## config.mk

```make
export PLATFORM = sky130hd
export DESIGN_NAME = serial_rx_status
export DESIGN_NICKNAME = d
export VERILOG_FILES = /design/src/rtl/serial_rx_status.sv
export SDC_FILE = /design/constraint.sdc
export NUM_CORES = 1
export LEC_CHECK = 0
export ABC_AREA = 1
export BUFFER_PORTS_ARGS = -buffer_cell sky130_fd_sc_hd__buf_2
export CORE_MARGIN = 4
export CORE_UTILIZATION = 50
export CTS_CLUSTER_SIZE = 12
export DETAILED_ROUTE_END_ITERATION = 10
export PLACE_DENSITY = 0.79
export SYNTH_ARGS = -nofsm -noshare
export SYNTH_HDL_FRONTEND = slang
export SYNTH_SLANG_ARGS = --single-unit
export TNS_END_PERCENT = 100
```

## constraint.sdc

```tcl
create_clock -name clk -period 1.7 [get_ports clk]
set_clock_uncertainty 0.05 [all_clocks]
set_input_delay 0.17 -clock clk [delete_from_list [all_inputs] [get_ports clk]]
set_output_delay 0.17 -clock clk [all_outputs]
set_load 0.02 [all_outputs]
```

## src/rtl/serial_rx_status.sv

```systemverilog
module serial_rx_status #(
  parameter int OVS = 16
) (
  input  logic       clk,
  input  logic       rst_n,
  input  logic       rx_in,
  input  logic [1:0] len_sel,
  input  logic       par_off,
  input  logic       par_odd,
  input  logic       par_stick,
  input  logic       tx_empty,
  input  logic       thr_empty,
  input  logic       buf_rd_n,
  input  logic       stat_rd_n,
  output logic [7:0] rx_data,
  output logic [6:0] status
);
  localparam int CW = $clog2(OVS);
  localparam logic [CW-1:0] TICK_LAST = CW'(OVS - 1);
  localparam logic [CW-1:0] TICK_MID  = CW'(OVS / 2 - 1);

  typedef enum logic [2:0] {S_IDLE, S_START, S_DATA, S_PAR, S_STOP} st_t;

  st_t           st;
  logic [CW-1:0] cnt;
  logic [2:0]    bit_i;
  logic [7:0]    sh;
  logic          par_q;
  logic          rx_m, rx_s, rx_d;
  logic          b1, b2, s1, s2;
  logic          dr, oe, pe, fe, bi;

  logic          buf_rise, stat_rise, frame_done, tick_end, last_bit;
  logic [7:0]    aligned;
  logic          exp_par, pe_set, fe_set, bi_set;

  assign buf_rise   = b1 & ~b2;
  assign stat_rise  = s1 & ~s2;
  assign tick_end   = cnt == TICK_LAST;
  assign last_bit   = bit_i == {1'b1, len_sel};
  assign frame_done = (st == S_STOP) && tick_end;
  assign aligned    = sh >> (2'd3 - len_sel);
  assign exp_par    = par_stick ? par_odd : ((^aligned) ^ par_odd);
  assign pe_set     = !par_off && (par_q != exp_par);
  assign fe_set     = !rx_s;
  assign bi_set     = (aligned == 8'h00) && (par_off || !par_q) && !rx_s;

  assign status = {tx_empty, thr_empty, bi, fe, pe, oe, dr};

  always_ff @(posedge clk or negedge rst_n) begin
    if (!rst_n) begin
      rx_m <= 1'b1;
      rx_s <= 1'b1;
      rx_d <= 1'b1;
      b1   <= 1'b1;
      b2   <= 1'b1;
      s1   <= 1'b1;
      s2   <= 1'b1;
    end else begin
      rx_m <= rx_in;
      rx_s <= rx_m;
      rx_d <= rx_s;
      b1   <= buf_rd_n;
      b2   <= b1;
      s1   <= stat_rd_n;
      s2   <= s1;
    end
  end

  always_ff @(posedge clk or negedge rst_n) begin
    if (!rst_n) begin
      st    <= S_IDLE;
      cnt   <= '0;
      bit_i <= '0;
      sh    <= '0;
      par_q <= 1'b0;
    end else begin
      case (st)
        S_IDLE: begin
          cnt <= '0;
          if (rx_d && !rx_s) st <= S_START;
        end
        S_START: begin
          if (cnt == TICK_MID) begin
            cnt   <= '0;
            bit_i <= '0;
            st    <= rx_s ? S_IDLE : S_DATA;
          end else begin
            cnt <= cnt + 1'b1;
          end
        end
        S_DATA: begin
          cnt <= cnt + 1'b1;
          if (tick_end) begin
            sh  <= {rx_s, sh[7:1]};
            cnt <= '0;
            if (last_bit) st <= par_off ? S_STOP : S_PAR;
            else          bit_i <= bit_i + 1'b1;
          end
        end
        S_PAR: begin
          cnt <= cnt + 1'b1;
          if (tick_end) begin
            par_q <= rx_s;
            cnt   <= '0;
            st    <= S_STOP;
          end
        end
        S_STOP: begin
          cnt <= cnt + 1'b1;
          if (tick_end) begin
            cnt <= '0;
            st  <= S_IDLE;
          end
        end
        default: st <= S_IDLE;
      endcase
    end
  end

  always_ff @(posedge clk or negedge rst_n) begin
    if (!rst_n) begin
      rx_data <= '0;
      dr      <= 1'b0;
      oe      <= 1'b0;
      pe      <= 1'b0;
      fe      <= 1'b0;
      bi      <= 1'b0;
    end else begin
      if (frame_done) rx_data <= aligned;

      if (frame_done)    dr <= 1'b1;
      else if (buf_rise) dr <= 1'b0;

      if (frame_done && dr) oe <= 1'b1;
      else if (stat_rise)   oe <= 1'b0;

      if (frame_done && pe_set) pe <= 1'b1;
      else if (stat_rise)       pe <= 1'b0;

      if (frame_done && fe_set) fe <= 1'b1;
      else if (stat_rise)       fe <= 1'b0;

      if (frame_done && bi_set) bi <= 1'b1;
      else if (stat_rise)       bi <= 1'b0;
    end
  end
endmodule

```

==> results.cfg <==
[critical_path]
crit_top_cell = nand2_1
arrival_ns = 2.22
startpoint_type = flip-flop
crit_path_top_delay_cell = dfrtp_1
crit_path_end_kind = flip-flop
crit_type = flip-flop to flip-flop
critPathRequiredTime_ns = 1.89
crit_chain = inv_2, nand2_1, o21ai_2, nand2_1, o21ai_2, ha_1, inv_2, nand2_2, nand2_2, nand2_2, nand2_2, nand2_1, nand2_1, nand3_2, nand2_1
path_max_fanout = 3
cpPeakStageDelay_ns = 0.40

[floorplan]
fp.dieW_um = 72.6
die_y_um = 72.6
row_count = 23
die-area_um2 = 5270
initial_core_util_pct = 51.7
ioPinCount = 27
core_area_um2 = 4030

[timing]
maxSlewHeadroom_pct = 77.1
fin_crit_ns = 2.03
worst_slew_pin_slew_ns = 0.344
finalMaxSlewViolations = 0
clock.fmax_ghz = 0.493
hold-worst-slack_ns = 0.176
setup_tns_ns = -0.515
setup_viol = 3
finalHoldViolCount = 0
period_share_pct = 119
worst_slack_ns = -0.328
rsz0062_at_grt = yes

[pwr]
powerDensity_nw_per_um2 = 1040
p_leak_nw = 1.38
irDropWorstVdd_mv = 0.440
power_mw = 2.81

[clock_tree]
cts_tree = done
clkLatencyLatePin_ns = 0.30
cts.sinks = 39
htreeDepth = 2
cts_buffer_depth = 2
cts_buffers = 5
clk_pin_slew_worst_paths_ns = 0.09
root_buffer = clkbuf_8

[global_route]
overflow = 0
grt_pass1_vias = 1854
track_usage_pct = 21.5
grt_antenna_before_repair = 0
grt_max_degree = 40
grt_pass1_wl_um = 8680

[logic_synthesis]
async_flop_share_pct = 100
yosysWarnings = 0
ys_ff_latch = 39
synth_area_um2 = 2080
synthFlopType = dfrtp_1
yosys.cell_types.count = 33
syn_nets = 269
synth_edf_count = 0
netlist_instances = 251
yosysSeqAreaShare_pct = 47.2
avgSynthCellArea_um2 = 8.30

[status]
violations = negative setup slack
outcome = complete, but fails checks

[detailed_routing]
route.vias.total = 2028
viasPerCell = 5.71
drt-initial-drc-count = 352
first_pass_iters = 5
wirelength_um = 6190
ant_nets = 0
drcViolationCount = 0
wl_per_cell_um = 17.4

[cells_and_area]
diodes = 0
finalNetCount = 322
syn_to_final_growth_pct = 29.8
utilization_pct = 67.1
drive_gt1_share_pct = 42.3

[placed_design]
port_buffers = 22
dpl.hpwl_um = 3070
gp_congestion = 0.871
dp_slack_ns = -0.272

[hold_path]
hold_path.class = input pin to flip-flop

[flow_run]
cap_violations = 0
==> Yosys cell counts, types with 2 or more instances <==
| cell | instances | area share (%) |
|---|---|---|
| nand2_1 | 74 | 13 |
| dfrtp_1 | 32 | 38 |
| inv_1 | 28 | 5.0 |
| o21ai_0 | 22 | 5.3 |
| nand3_1 | 12 | 2.9 |
| buf_4 | 9 | 3.2 |
| nor2_1 | 9 | 1.6 |
| dfstp_2 | 7 | 8.8 |
| ha_1 | 6 | 3.6 |
| nand2_2 | 6 | 1.8 |
| o21ai_1 | 6 | 1.4 |
| a21oi_1 | 4 | 0.96 |
| inv_2 | 4 | 0.72 |
| o21ai_2 | 4 | 1.7 |
| nand3_2 | 3 | 1.4 |
| a21oi_2 | 2 | 0.84 |
| buf_6 | 2 | 1.1 |
| nand4_1 | 2 | 0.60 |
| nor2_2 | 2 | 0.60 |
| o22ai_1 | 2 | 0.60 |
| xnor2_1 | 2 | 0.84 |
| xor2_1 | 2 | 0.84 |
==> worst max-delay path, delay by kind of cell, from the launching register on <==
family | cells | cell delay (ns)
AND/OR/NAND/NOR | 10 | 0.78
flip-flops | 1 | 0.40
buffers and inverters | 2 | 0.18
adder cells (fa/ha/maj) | 1 | 0.32
AO/OA/AOI/OAI | 2 | 0.24
==> kinds of logic (layout without fill, tap and decap cells) <==
logic type      Yosys count  in the layout  share of synthesized area, %
buf+inv                  46            100                          10.9
xor+xnor                  4              4                          1.68
fa+ha+maj                 6              6                          3.60
mux                       1              1                         0.480
flops                    39             39                          47.2
simple gates            111            111                          23.8
compound gates           44             44                          12.3
==> path summary, 6_finish.rpt <==
check                        start  endpoint  slack (ns)  depth (start not counted)
min reg2reg                   rx_m      rx_s        0.31                          0
max in group asynchronous    rst_n        b1        1.04                          3
min in group asynchronous    rst_n    cnt[2]        0.30                          3
max reg2reg                  sh[5]        pe       -0.33                         15
max                          sh[5]        pe       -0.33                         15
min                        par_off        pe        0.18                          4
==> per-layer routing <==
layer	vias up	part of all wire, %	GRT usage [%]
met5	-	0	0
li1	898	-	-
met3	35	7.1	4.43
met2	124	48	34.8
met1	971	40	26.6
met4	0	5.3	12.5
==> cell type report <==
type | instances | area, um^2
fill | 281 | 1320
multi-input combinational | 166 | 1000
sequential | 39 | 985
timing repair buffer | 58 | 407
inverter | 34 | 131
clock buffer | 6 | 82.6
tap | 50 | 62.6
clock inverter | 2 | 35.0
==> registers in the layout, indices dropped and copies added, names as in the netlist, 3 cells and up <==
signal,flops
rx_data,8
cnt,4
st,3
sh,8
bit_i,3
==> power breakdown <==
part | internal, mW | switching [mW] | leakage, nW
combinational | 0.298 | 0.564 | 0.809
clock | 0.475 | 0.357 | 0.0612
sequential | 1.02 | 0.0959 | 0.509
total | 1.80 | 1.02 | 1.38
==> layout by cell type, fill, tap and decap left out <==
master,count
nand2_4,1
o22ai_1,2
clkbuf_8,6
nor2_2,3
o21ai_4,1
nor2_1,8
nand4_1,2
clkinv_2,2
buf_2,22
ha_4,3
nand3_1,10
nand2_1,65
ha_1,3
o21ai_1,7
dfstp_2,7
a211oi_1,1
nand2_2,15
bufinv_16,1
mux2i_2,1
o211ai_1,1
a21oi_2,2
buf_6,1
o21ai_2,15
nor3_2,1
a21oi_1,4
a22o_1,1
o21ai_0,9
inv_1,22
inv_4,1
inv_2,10
buf_4,30
buf_12,1
xnor2_1,2
dlygate4sd3_1,4
nor2_4,1
dfrtp_1,32
xor2_1,2
o21a_1,1
nand3_2,5
==> repair_timing <==
action,in CTS,in global routing
endpoints found under the setup margin,1,6
gates resized for setup,25,24
endpoints found under the hold margin,35,0
buffers inserted,14,4
pin swaps,6,14
hold buffers,4,0
cloned,0,0
==> metrics by stage <==
stage / cell area, um^2 / cells
3_3_place_gp: 2290 / 326
5_1_grt: 2710 / 355
6_report: 2710 / 355
3_5_place_dp: 2290 / 326
4_1_cts: 2600 / 352
2_1_floorplan: 2080 / 251
(Power assumes the default switching activity.)
